### config.mk
export PLATFORM = sky130hd
export DESIGN_NAME = wrr_arb
export DESIGN_NICKNAME = d
export VERILOG_FILES = /design/src/rtl/wrr_arb_pkg.sv /design/src/rtl/wrr_thresh_dec.sv /design/src/rtl/wrr_cnt_sel.sv /design/src/rtl/wrr_pick.sv /design/src/rtl/wrr_arb.sv
export SDC_FILE = /design/constraint.sdc
export NUM_CORES = 1
export LEC_CHECK = 0
export BUFFER_PORTS_ARGS = -buffer_cell sky130_fd_sc_hd__buf_2
export CELL_PAD_IN_SITES_DETAIL_PLACEMENT = 1
export CELL_PAD_IN_SITES_GLOBAL_PLACEMENT = 1
export CORE_UTILIZATION = 40
export CTS_CLUSTER_SIZE = 8
export DETAILED_ROUTE_END_ITERATION = 7
export HOLD_SLACK_MARGIN = 0.05
export PLACE_DENSITY = 0.71
export SLEW_MARGIN = 20
export SYNTH_ARGS = -nofsm -noshare
export SYNTH_HDL_FRONTEND = slang
export SYNTH_SLANG_ARGS = --single-unit
### constraint.sdc
create_clock -name clk -period 2.5 [get_ports clk]
set_input_delay 0.5 -clock clk [delete_from_list [all_inputs] [get_ports clk]]
set_output_delay 0.5 -clock clk [all_outputs]
set_load 0.03 [all_outputs]
### src/rtl/wrr_arb_pkg.sv
package wrr_arb_pkg;

    // low two bits of the weight field
    typedef enum logic [1:0] {
        WGT_ONE   = 2'b00,
        WGT_TWO   = 2'b01,
        WGT_RSVD  = 2'b10,
        WGT_THREE = 2'b11
    } wgt_code_e;

    localparam int GNT_W    = 2;
    localparam int HOST_IDX = 0;
    localparam int IO_IDX   = 1;

endpackage

### src/rtl/wrr_thresh_dec.sv
module wrr_thresh_dec
    import wrr_arb_pkg::*;
#(
    parameter int CNT_W = 2
) (
    input  logic [1:0]       code,
    output logic [CNT_W-1:0] thr
);

    always_comb begin
        case (wgt_code_e'(code))
            WGT_TWO:   thr = CNT_W'(2);
            WGT_THREE: thr = CNT_W'(3);
            default:   thr = CNT_W'(1);   // 00 and reserved 10
        endcase
    end

endmodule

### src/rtl/wrr_cnt_sel.sv
module wrr_cnt_sel #(
    parameter int NUM_BANKS = 8,
    parameter int CNT_W     = 2,
    parameter int BANK_W    = $clog2(NUM_BANKS)
) (
    input  logic [NUM_BANKS-1:0][CNT_W-1:0] cnt,
    input  logic [BANK_W-1:0]               sel,
    output logic [CNT_W-1:0]                val
);

    logic [NUM_BANKS-1:0][CNT_W-1:0] term;

    for (genvar b = 0; b < NUM_BANKS; b++) begin : g_term
        assign term[b] = (sel == BANK_W'(b)) ? cnt[b] : '0;
    end

    always_comb begin
        val = '0;
        for (int b = 0; b < NUM_BANKS; b++) begin
            val = val | term[b];
        end
    end

endmodule

### src/rtl/wrr_pick.sv
module wrr_pick (
    input  logic host_req,
    input  logic io_req,
    input  logic same_bank,
    input  logic io_due,
    output logic pick_host,
    output logic pick_io
);

    always_comb begin
        pick_io   = io_req && (!host_req || (same_bank && io_due));
        pick_host = host_req && !pick_io;
    end

endmodule

### src/rtl/wrr_arb.sv
module wrr_arb
    import wrr_arb_pkg::*;
#(
    parameter int NUM_BANKS = 8,
    parameter int CNT_W     = 2,
    parameter int WGT_W     = 4,
    parameter int BANK_W    = $clog2(NUM_BANKS)
) (
    input  logic              clk,
    input  logic              rst_n,
    input  logic              host_vld,
    input  logic [BANK_W-1:0] host_bank,
    input  logic              host_en,
    input  logic              io_vld,
    input  logic [BANK_W-1:0] io_bank,
    input  logic              io_en,
    input  logic [WGT_W-1:0]  weight,
    output logic [GNT_W-1:0]  gnt
);

    localparam logic [CNT_W-1:0] CNT_MAX = '1;

    typedef struct packed {
        logic [NUM_BANKS-1:0][CNT_W-1:0] cnt;
        logic [GNT_W-1:0]                gnt;
    } state_t;

    state_t st_d, st_q;

    logic             host_req, io_req, same_bank, io_due;
    logic             pick_host, pick_io;
    logic [CNT_W-1:0] thr, io_cnt, host_cnt;
    logic             wgt_unused;

    assign wgt_unused = ^weight[WGT_W-1:2];

    // a source shown its grant this cycle is not eligible again yet
    assign host_req  = host_vld && host_en && !st_q.gnt[HOST_IDX];
    assign io_req    = io_vld   && io_en   && !st_q.gnt[IO_IDX];
    assign same_bank = (host_bank == io_bank);
    assign io_due    = (io_cnt >= thr);

    wrr_thresh_dec #(.CNT_W(CNT_W)) u_dec (
        .code (weight[1:0]),
        .thr  (thr)
    );

    wrr_cnt_sel #(.NUM_BANKS(NUM_BANKS), .CNT_W(CNT_W), .BANK_W(BANK_W)) u_sel_io (
        .cnt (st_q.cnt),
        .sel (io_bank),
        .val (io_cnt)
    );

    wrr_cnt_sel #(.NUM_BANKS(NUM_BANKS), .CNT_W(CNT_W), .BANK_W(BANK_W)) u_sel_host (
        .cnt (st_q.cnt),
        .sel (host_bank),
        .val (host_cnt)
    );

    wrr_pick u_pick (
        .host_req  (host_req),
        .io_req    (io_req),
        .same_bank (same_bank),
        .io_due    (io_due),
        .pick_host (pick_host),
        .pick_io   (pick_io)
    );

    always_comb begin
        st_d = st_q;
        st_d.gnt = '0;
        st_d.gnt[HOST_IDX] = pick_host;
        st_d.gnt[IO_IDX]   = pick_io;
        if (pick_io) begin
            st_d.cnt[io_bank] = '0;
        end else if (pick_host && host_cnt != CNT_MAX) begin
            st_d.cnt[host_bank] = host_cnt + CNT_W'(1);
        end
    end

    always_ff @(posedge clk or negedge rst_n) begin
        if (!rst_n) begin
            st_q <= '0;
        end else begin
            st_q <= st_d;
        end
    end

    assign gnt = st_q.gnt;

endmodule

==> results of run 1 <==
[routing by layer]
layer,share of wire,vias up,GRT usage
met5,0,-,0
met1,0.40,684,0.331
met2,0.51,57,0.523
li1,-,611,-
met3,0.046,18,0.0384
met4,0.039,0,0.143
[cell type report]
type,count,area [um2]
multi-input cells,102,970
inverters,3,18.8
repair inverters,1,6.26
clock buffers,3,22.5
flip-flops and latches,18,450
well taps,46,57.6
repair buffers,57,397
fillers,385,1420
[cells in the mapped netlist, types with 2 or more instances]
library cell   n  area [um2]
a21oi_1        4        20.0
a22o_1        13         114
a2bb2oi_1      2        17.5
buf_2          3        15.0
buf_4          5        37.5
dfrtp_1       18         450
ha_1           3        37.5
inv_1          2        7.51
mux2_2         4        45.0
mux2i_1        3        30.0
mux4_2         4        90.1
nand2_1        9        33.8
nand2b_1       3        18.8
nand3_1        2        10.0
nand3_2        2        20.0
nand3b_1       4        30.0
nor2_1        11        41.3
nor2b_1        5        31.3
nor3_1         3        15.0
o211ai_1       3        22.5
o21ai_0        2        10.0
o311ai_0       2        17.5
xnor2_2        3        48.8
[worst max-delay path, cell delays in order (launching register included)]
cell	delay, ns
dfrtp_1	0.44
mux4_2	0.46
mux2_4	0.29
ha_4	0.27
a21oi_4	0.07
o31a_4	0.35
buf_4	0.18
o211ai_1	0.22
o31ai_2	0.13
[power by group]
group,switching [mW],total [mW],internal (mW)
logic,0.257,0.567,0.310
registers,0.0565,0.416,0.360
clock network,0.105,0.162,0.0565
[worst paths after layout]
check | start | slack (ns) | cells past startpoint | endpoint
setup reg to reg | st_q[3]$_DFFE_PN0P_ | -0.05 | 8 | st_q[3]$_DFFE_PN0P_
setup / recovery | st_q[3]$_DFFE_PN0P_ | -0.05 | 8 | st_q[3]$_DFFE_PN0P_
min in group clk | st_q[12]$_DFFE_PN0P_ | 0.57 | 1 | st_q[12]$_DFFE_PN0P_
max in group asynchronous | rst_n | 2.09 | 1 | st_q[12]$_DFFE_PN0P_
hold / removal | rst_n | 0.09 | 1 | st_q[14]$_DFFE_PN0P_
hold reg to reg | st_q[12]$_DFFE_PN0P_ | 0.57 | 1 | st_q[12]$_DFFE_PN0P_
[logic make-up after synthesis]
family	count (synthesis)	synth area share
simple gates	47	0.187
flops	18	0.325
xor+xnor	3	0.0352
compound gates	38	0.233
fa+ha+maj	3	0.0271
buf+inv	14	0.0732
mux	11	0.119
[cells in the final DEF (no fill, tap or decap), drive strengths merged, types with 2 or more instances in the layout]
| cell type | n |
|---|---|
| xnor2 | 3 |
| o311ai | 2 |
| nand2 | 9 |
| buf | 57 |
| o211ai | 3 |
| nand3b | 4 |
| nor3 | 3 |
| mux2i | 3 |
| mux4 | 4 |
| a2bb2oi | 2 |
| nor2 | 12 |
| a22oi | 2 |
| ha | 3 |
| dfrtp | 18 |
| o21ai | 3 |
| a21oi | 4 |
| a22o | 13 |
| clkbuf | 3 |
| nor2b | 5 |
| mux2 | 4 |
| inv | 4 |
| nand2b | 4 |
| nand3 | 4 |
[what timing repair did]
action                                  4_1_cts  5_1_grt
hold endpoints to repair                      0        0
setup buffers                                 4        2
pin swaps                                     9        7
resized for setup                            11       10
gates cloned                                  1        0
endpoints found under the setup margin       14       16
[flip-flops by register name, summed over array words and instances (netlist names)]
name,count
st_q,16
gnt,2
[through the flow]
stage / total power, mW / utilization / cells
final: 1.15 / 0.576 / 230
after global routing: 1.20 / 0.576 / 230
after CTS: 1.10 / 0.561 / 228
after detailed placement: 0.902 / 0.529 / 222
after global placement: 0.874 / 0.529 / 222
after floorplan: 0.698 / - / 134
==> impl_metrics.py, run 1 <==
metrics = {
    "drt": {
        "first_pass_iters": 4,
        "drtAntennaViolNets": 0,
        "viasPerCell": 5.96,
        "via_count": 1370,
        "wire_per_inst_um": 22.0,
        "first_iter_violations": 90,
        "drc": 0,
        "routed_wl_um": 5070,
    },
    "clocking": {
        "tritoncts": "done",
        "root_buffer": "clkbuf_4",
        "cts_hold_buf": 0,
        "clkSinkCount": 18,
        "clk_pin_slew_ns": 0.12,
        "clk_path_buf_depth": 2,
        "insertion_delay_ns": 0.32,
        "cts_buffers": 3,
        "htree_levels": 1,
    },
    "placed_design": {
        "port_buffers": 15,
        "gp_congestion": 0.877,
        "hpwl_um": 3600,
        "dp_slack_ns": -0.428,
        "placed_area_um2": 1770,
    },
    "critical_path": {
        "startpoint_type": "register",
        "cp.arrival_ns": 2.75,
        "cp-end-kind": "register",
        "cp_data_required_time_ns": 2.71,
        "crit_path_max_fanout": 5,
        "path_class": "register to register",
    },
    "global_route": {
        "grt_pass1_wl_um": 7370,
        "globalRouteTotalUtil": 0.288,
        "grt_max_degree": 19,
        "grt_overflow_total": 0,
        "antenna_found_initial": 0,
        "grt_pass1_vias": 1440,
    },
    "sta": {
        "setup_tns_ns": -0.105,
        "slew_headroom": 0.714,
        "setup_violations": 3,
        "fmax_ghz": 0.393,
        "slew_violations": 0,
        "grt_setup_unrepaired": "yes",
        "hold_ws_ns": 0.0882,
        "tightest_slew_ns": 0.429,
        "min_period_over_period": 1.02,
        "layout_setup_ws_ns": -0.0471,
        "fin_crit_ns": 2.55,
        "fin_skew_ns": 0.0197,
        "hold_viol": 0,
    },
    "synthesis": {
        "synth-edff-count": 0,
        "synth_flop_cell": "dfrtp_1",
        "synth.avg_cell_area_um2": 10.3,
        "ys_seq_elements": 18,
        "syn-num-nets": 153,
        "ys_warn_count": 0,
        "synthArstFlopShare": 1.00,
        "ys_seq_area_frac": 0.325,
        "netlist_instances": 134,
        "yosys.cell_types.count": 47,
        "syn_area_um2": 1390,
    },
    "cells_and_area": {
        "area.growth.synth_to_final_pct": 38.8,
        "design_area_um2": 1920,
        "insertedDiodeCount": 0,
        "fin_nets": 205,
        "drive_gt1_frac": 0.516,
    },
    "floorplan": {
        "fp.dieArea_um2": 3700,
        "die_x_um": 60.8,
        "core_area_um2": 3340,
        "die_h_um": 60.8,
        "rows": 21,
        "io_pins": 18,
        "initial_core_util": 0.415,
    },
    "power_and_ir_drop": {
        "power_leakage_nw": 0.896,
        "p_per_area_nw_per_um2": 596,
        "vdd_drop_max_mv": 0.221,
    },
    "run_status": {
        "failed_checks": "setup timing",
        "run_status": "finished, violations left",
    },
    "job": {
        "cap_violations": 0,
    },
    "min_path": {
        "hp-class": "input port to asynchronous set/reset pin",
    },
}
Note: power is estimated with default switching activity, not from simulation.
==> run 2: changes to the inputs <==
--- a/config.mk
+++ b/config.mk
@@ -5,14 +5,15 @@
 export SDC_FILE = /design/constraint.sdc
 export NUM_CORES = 1
 export LEC_CHECK = 0
+export ABC_AREA = 1
 export BUFFER_PORTS_ARGS = -buffer_cell sky130_fd_sc_hd__buf_2
 export CELL_PAD_IN_SITES_DETAIL_PLACEMENT = 1
 export CELL_PAD_IN_SITES_GLOBAL_PLACEMENT = 1
-export CORE_UTILIZATION = 40
+export CORE_UTILIZATION = 36
 export CTS_CLUSTER_SIZE = 8
 export DETAILED_ROUTE_END_ITERATION = 7
 export HOLD_SLACK_MARGIN = 0.05
-export PLACE_DENSITY = 0.71
+export PLACE_DENSITY = 0.7
 export SLEW_MARGIN = 20
 export SYNTH_ARGS = -nofsm -noshare
 export SYNTH_HDL_FRONTEND = slang
==> run 2 against run 1 <==
  * The run now ends clean
  * Critical path depth is 7 higher
  * Register-to-register slack better by 0.34 ns
  * Hold slack improved by 0.077 ns
  * Combinational power shrank 53%
  * Utilization down 12 points
  * Synthesized cell count up 49%
  * Sequential power decreased by 4.8%
==> impl_metrics.py, run 2 <==
metrics = {
    "run_status": {
        "run_status": "complete, no violations",
    },
    "drt": {
        "first_iter_violations": 66,
        "wire_per_inst_um": 16.0,
        "first_pass_iters": 4,
        "routed_wl_um": 4330,
        "via_count": 1465,
        "viasPerCell": 5.43,
        "drtAntennaViolNets": 0,
        "drc": 0,
    },
    "critical_path": {
        "cp.arrival_ns": 2.49,
        "slowest_delay_ns": 0.37,
        "path_cells": "buf_2, inv_2, nor3_1, nand2_1, o2111ai_1, nor2_1, ha_1, nand2_1, nand3b_1, nand3_2, nand2_4, buf_4, nand3_1, nand3_1, nand2_1",
        "cp-end-kind": "register",
        "slowest_stage": "nor3_1",
        "crit_path_max_fanout": 8,
        "cpMostUsedCell": "nand2_1",
        "critPathTopFamily": "simple AND/OR/NAND/NOR gates",
        "startpoint_type": "input port",
        "path_class": "input port to register",
        "cp_data_required_time_ns": 2.65,
        "path_buf_inv": 3,
    },
    "synthesis": {
        "syn_area_um2": 1360,
        "ys_warn_count": 0,
        "netlist_instances": 200,
        "yosysTopAreaCell": "dfrtp_1",
        "yosys.area_share.xor_xnor": 0,
        "yosysMostFrequentCell": "nand2_1",
        "synth_flop_cell": "dfrtp_1",
        "synth_top_area_frac": 0.332,
        "synth_compound_area_frac": 0.0470,
        "synth.avg_cell_area_um2": 6.78,
        "synth_top_family_by_area": "simple AND/OR/NAND/NOR gates",
        "synth_common_cells": "52 x nand2_1, 43 x nand3_1, 20 x inv_1",
        "ys_seq_area_frac": 0.332,
        "synthAdderAreaFrac": 0.0277,
        "yosys.cell_types.count": 24,
        "muxShareOfSynthArea": 0,
        "synth-simple-area-share": 0.482,
        "ys_seq_elements": 18,
        "synthTopCellsByArea": "dfrtp_1 33%, nand3_1 16%, nand2_1 14%, inv_1 5.5%, nor2_1 3.6%",
        "synth-edff-count": 0,
        "synthArstFlopShare": 1.00,
        "syn-num-nets": 219,
    },
    "clocking": {
        "cts_buffers": 3,
        "htree_levels": 1,
        "insertion_delay_ns": 0.26,
        "root_buffer": "clkbuf_8",
        "cts_hold_buf": 0,
        "clkSinkCount": 18,
        "tritoncts": "done",
        "clk_pin_slew_ns": 0.08,
        "clk_path_buf_depth": 2,
    },
    "floorplan": {
        "rows": 21,
        "fp.dieArea_um2": 4020,
        "die_x_um": 63.4,
        "die_h_um": 63.4,
        "initial_core_util": 0.391,
        "core_area_um2": 3470,
        "io_pins": 18,
    },
    "sta": {
        "grt_setup_unrepaired": "no",
        "fmax_ghz": 0.428,
        "slew_headroom": 0.601,
        "setup_violations": 0,
        "fin_skew_ns": 0.00563,
        "tightest_slew_ns": 0.598,
        "hold_viol": 0,
        "min_period_over_period": 0.935,
        "slew_violations": 0,
        "fin_crit_ns": 2.34,
    },
    "power_and_ir_drop": {
        "p_switching_mw": 0.329,
        "p_int_mw": 0.581,
        "vdd_drop_max_mv": 0.271,
        "p_clk_frac": 0.273,
        "combPwrFrac": 0.292,
        "power_leakage_nw": 0.824,
        "power_mw": 0.910,
        "swShare": 0.362,
        "p_per_area_nw_per_um2": 571,
        "seq_power_share": 0.435,
    },
    "cells_and_area": {
        "drive_gt1_frac": 0.214,
        "area.growth.synth_to_final_pct": 17.5,
        "final_core_util": 0.460,
        "insertedDiodeCount": 0,
        "n_fill_cell": 484,
        "multiInputGateArea_um2": 768,
        "final_cell_mix": "52 x nand2_1, 43 x nand3_1, 19 x inv_1, 18 x dfrtp_1, 15 x buf_2",
        "register_area_um2": 450,
        "regMostFlops": "st_q",
        "layout_commonest_cell": "nand2_1",
        "largest_register_ffs": 16,
        "fin_nets": 244,
    },
    "job": {
        "cap_violations": 0,
    },
    "global_route": {
        "grt_pass1_wl_um": 7590,
        "grt_overflow_total": 0,
        "antenna_found_initial": 0,
        "globalRouteTotalUtil": 0.244,
        "grt_pass1_vias": 1562,
        "grt_max_degree": 26,
    },
    "placed_design": {
        "gp_congestion": 0.946,
        "hpwl_um": 3320,
        "port_buffers": 15,
    },
    "min_path": {
        "hp-class": "input port to asynchronous set/reset pin",
    },
}
[run 2: final cells by class]
class | count | share of cell area
multi-input cells | 150 | 0.482
inverters | 24 | 0.0565
repair buffers | 28 | 0.108
flip-flops and latches | 18 | 0.283
clock buffers | 4 | 0.0345
well taps | 46 | 0.0361
[run 2: what timing repair did]
action | in CTS | in global routing
endpoints found under the setup margin | 0 | 16
gates resized for setup | 0 | 3
buffers inserted | 0 | 0
[run 2: final timing paths]
kind,from,endpoint,slack [ns],cells past startpoint
max in group asynchronous,rst_n,st_q[15]$_DFFE_PN0P_,2.03,1
min in group clk,st_q[17]$_DFFE_PN0P_,st_q[17]$_DFFE_PN0P_,0.51,2
max reg2reg,st_q[7]$_DFFE_PN0P_,st_q[4]$_DFFE_PN0P_,0.29,11
min reg2reg,st_q[17]$_DFFE_PN0P_,st_q[17]$_DFFE_PN0P_,0.51,2
max,io_bank[1],st_q[4]$_DFFE_PN0P_,0.16,15
min,rst_n,st_q[9]$_DFFE_PN0P_,0.17,1
[run 2: through the flow]
step | setup slack, ns | setup TNS (ns) | std cells | instance area (um2) | hold WS, ns
final | 0.162 | 0 | 270 | 1590 | 0.165
after global routing | 0.00142 | 0 | 270 | 1590 | 0.193
after CTS | 0.112 | 0 | 270 | 1580 | 0.175
after detailed placement | -0.166 | -2.15 | 266 | 1530 | 0.462
after global placement | -0.0959 | -1.25 | 266 | 1530 | 0.448
after floorplan | 0.249 | 0 | 200 | 1360 | 0.204
[run 2: power by group through the flow]
stage          Sequential, mW  Clock (mW)  Combinational [mW]
4_1_cts                 0.394       0.254               0.264
5_1_grt                 0.403       0.268               0.299
2_1_floorplan           0.382           0               0.176
3_3_place_gp            0.398           0               0.251
3_5_place_dp            0.400           0               0.262
6_report                0.396       0.249               0.266
[run 2: worst reg2reg max path: cells and delay by family, from the launching register on]
family | cells | cell delay (ns)
simple gates | 8 | 0.80
buf+inv | 1 | 0.17
fa+ha+maj | 1 | 0.32
compound gates | 1 | 0.37
flops | 1 | 0.43
[run 2: logic make-up (layout without fill, tap and decap cells)]
family | Yosys count | after routing
buffers and inverters | 32 | 56
DFF | 18 | 18
adders and majority gates | 3 | 3
and+or+nand+nor | 138 | 138
AOI/OAI and AO/OA | 9 | 9
[run 2: layer usage]
| layer | track usage | share of wire |
|---|---|---|
| met5 | 0 | 0 |
| met4 | 0.108 | 0.022 |
| met1 | 0.321 | 0.47 |
| met2 | 0.402 | 0.48 |
| met3 | 0.0236 | 0.033 |
==> run 3: changes to the inputs <==
--- a/config.mk
+++ b/config.mk
@@ -9,11 +9,13 @@
 export BUFFER_PORTS_ARGS = -buffer_cell sky130_fd_sc_hd__buf_2
 export CELL_PAD_IN_SITES_DETAIL_PLACEMENT = 1
 export CELL_PAD_IN_SITES_GLOBAL_PLACEMENT = 1
+export CORE_MARGIN = 10
 export CORE_UTILIZATION = 36
 export CTS_CLUSTER_SIZE = 8
 export DETAILED_ROUTE_END_ITERATION = 7
 export HOLD_SLACK_MARGIN = 0.05
 export PLACE_DENSITY = 0.7
+export SETUP_SLACK_MARGIN = 0.5
 export SLEW_MARGIN = 20
 export SYNTH_ARGS = -nofsm -noshare
 export SYNTH_HDL_FRONTEND = slang
==> run 3 against run 2 <==
  * Via count rose by 9.6%
  * Combinational power is 40% higher
  * Die area up 65%
  * Flip-flop and latch count unchanged
  * Register-to-register slack better by 0.03 ns
  * Clock power shrank 15%
  * First-iteration DRC count up 120%
  * Critical path depth down 1
  * Sequential power up 4%
  * Hold slack improved by 0.0044 ns
  * Critical endpoint is now st_q[15]$_DFFE_PN0P_
  * Largest power group unchanged
  * Highest routed layer unchanged
==> impl_metrics.py, run 3 (synthesis results as in run 2) <==
metrics = {
    "run_status": {
        "run_status": "complete, no violations",
    },
    "global_route": {
        "grt_pass1_vias": 1685,
        "grt_max_degree": 19,
        "antenna_found_initial": 0,
        "grt_pass1_wl_um": 8620,
        "grt_overflow_total": 0,
        "globalRouteTotalUtil": 0.168,
    },
    "cells_and_area": {
        "final_cell_mix": "49 x nand2_1, 22 x nand3_2, 19 x buf_4, 18 x nand3_1, 18 x dfrtp_1",
        "insertedDiodeCount": 0,
        "regMostFlops": "st_q",
        "drive_gt1_frac": 0.449,
        "fin_nets": 257,
        "largest_register_ffs": 16,
        "area.growth.synth_to_final_pct": 52.6,
        "layout_commonest_cell": "nand2_1",
    },
    "clocking": {
        "clkSinkCount": 18,
        "cts_buffers": 3,
        "cts_hold_buf": 0,
        "insertion_delay_ns": 0.26,
        "clk_pin_slew_ns": 0.07,
        "clk_path_buf_depth": 2,
        "htree_levels": 1,
        "root_buffer": "clkbuf_8",
        "tritoncts": "done",
    },
    "job": {
        "cap_violations": 0,
    },
    "critical_path": {
        "startpoint_type": "input port",
        "cp_data_required_time_ns": 2.65,
        "cp.arrival_ns": 2.45,
        "cp-end-kind": "register",
        "slowest_delay_ns": 0.26,
        "cpMostUsedCell": "nand2_1",
        "startpoint": "io_bank[1]",
        "path_class": "input port to register",
        "path_buf_inv": 2,
        "r2r-end": "st_q[15]$_DFFE_PN0P_",
        "slowest_stage": "ha_1",
        "path_cells": "buf_8, buf_6, nor3_4, a22o_1, nand3b_1, ha_1, nand2_1, nand3b_1, nand3_2, nand2_8, nand2_4, nand2_1, nand3_2, nand2_1",
        "timing.rr.start": "st_q[11]$_DFFE_PN0P_",
        "critPathTopFamily": "simple AND/OR/NAND/NOR gates",
        "rr_worst_depth": 11,
        "r2r_slack_ns": 0.32,
        "crit_path_max_fanout": 6,
    },
    "sta": {
        "slew_violations": 0,
        "setup_violations": 0,
        "fin_skew_ns": 0.00493,
        "slew_headroom": 0.708,
        "tightest_slew_ns": 0.434,
        "fmax_ghz": 0.435,
        "setup_tns_ns": 0,
        "fin_crit_ns": 2.30,
        "grt_setup_unrepaired": "yes",
        "hold_ws_ns": 0.170,
        "hold_viol": 0,
        "min_period_over_period": 0.920,
    },
    "power_and_ir_drop": {
        "power_leakage_nw": 0.952,
        "p_int_mw": 0.597,
        "p_switching_mw": 0.399,
        "vdd_drop_max_mv": 0.250,
        "p_per_area_nw_per_um2": 482,
        "seq_power_share": 0.413,
        "combPwrFrac": 0.374,
        "swShare": 0.401,
        "p_clk_frac": 0.213,
    },
    "placed_design": {
        "port_buffers": 15,
        "gp_congestion": 0.964,
        "hpwl_um": 3660,
    },
    "drt": {
        "viasPerCell": 5.65,
        "first_iter_violations": 148,
        "first_pass_iters": 4,
        "routed_wl_um": 5510,
        "via_count": 1606,
        "drc": 0,
        "drtAntennaViolNets": 0,
        "wire_per_inst_um": 19.4,
    },
    "floorplan": {
        "die_h_um": 81.4,
        "rows": 22,
        "fp.dieArea_um2": 6620,
        "core_area_um2": 3660,
        "io_pins": 18,
        "die_x_um": 81.4,
        "initial_core_util": 0.370,
    },
    "min_path": {
        "hp-class": "input port to asynchronous set/reset pin",
    },
}
[run 3: changes by cell type in the layout (fill, tap and decap cells not counted), moves of 6 or more]
cell / change
buf_4: +6
nand3_1: -25
nand3_2: +21
nor2_4: +6
nor2_1: -7
[run 3: final cells by class]
cell class | instances | area, um2
Clock buffer | 3 | 41.3
Inverter | 24 | 108
Timing Repair Buffer | 38 | 310
Fill cell | 457 | 1590
Sequential cell | 18 | 450
Multi-Input combinational cell | 153 | 1100
Tap cell | 48 | 60.1
[run 3: through the flow]
| stage | util | area [um2] | cells | setup slack, ns | total power, mW |
|---|---|---|---|---|---|
| 2_1_floorplan | - | 1560 | 200 | 0.373 | 0.599 |
| 3_3_place_gp | 0.473 | 1730 | 271 | -0.0518 | 0.695 |
| 3_5_place_dp | 0.473 | 1730 | 271 | -0.132 | 0.710 |
| 4_1_cts | 0.533 | 1950 | 280 | 0.231 | 0.953 |
| 5_1_grt | 0.565 | 2070 | 284 | 0.125 | 1.06 |
| 6_report | 0.565 | 2070 | 284 | 0.201 | 0.997 |
[run 3: per-layer routing]
| layer | track usage | vias to the layer above | part of all wire | wire length [um] |
|---|---|---|---|---|
| li1 | - | 744 | - | - |
| met1 | 0.218 | 791 | 0.42 | 2300 |
| met2 | 0.282 | 61 | 0.49 | 2700 |
| met3 | 0.0232 | 10 | 0.070 | 386 |
| met4 | 0.0450 | 0 | 0.023 | 125 |
| met5 | 0 | - | 0 | 0 |
[run 3: how the worst max path moves through the flow]
stage	end	slack, ns	cells after the start
3_5_place_dp	st_q[10]$_DFFE_PN0P_	-0.13	15
3_3_place_gp	st_q[17]$_DFFE_PN0P_	-0.05	13
4_1_cts	st_q[12]$_DFFE_PN0P_	0.23	16
2_1_floorplan	st_q[8]$_DFFE_PN0P_	0.37	15
6_report	st_q[15]$_DFFE_PN0P_	0.20	14
5_1_grt	st_q[15]$_DFFE_PN0P_	0.13	15
[run 3: power groups by stage]
stage	sequential [mW]	combinational, mW	clock (mW)
after floorplan	0.387	0.212	0
after global placement	0.404	0.291	0
after detailed placement	0.409	0.302	0
after CTS	0.406	0.336	0.211
after global routing	0.416	0.405	0.238
final	0.412	0.373	0.212
[run 3: what timing repair did]
item	CTS	global route
endpoints found under the setup margin	18	18
setup buffers	4	3
pin swaps	20	18
gates resized for setup	27	17
gates cloned	2	1
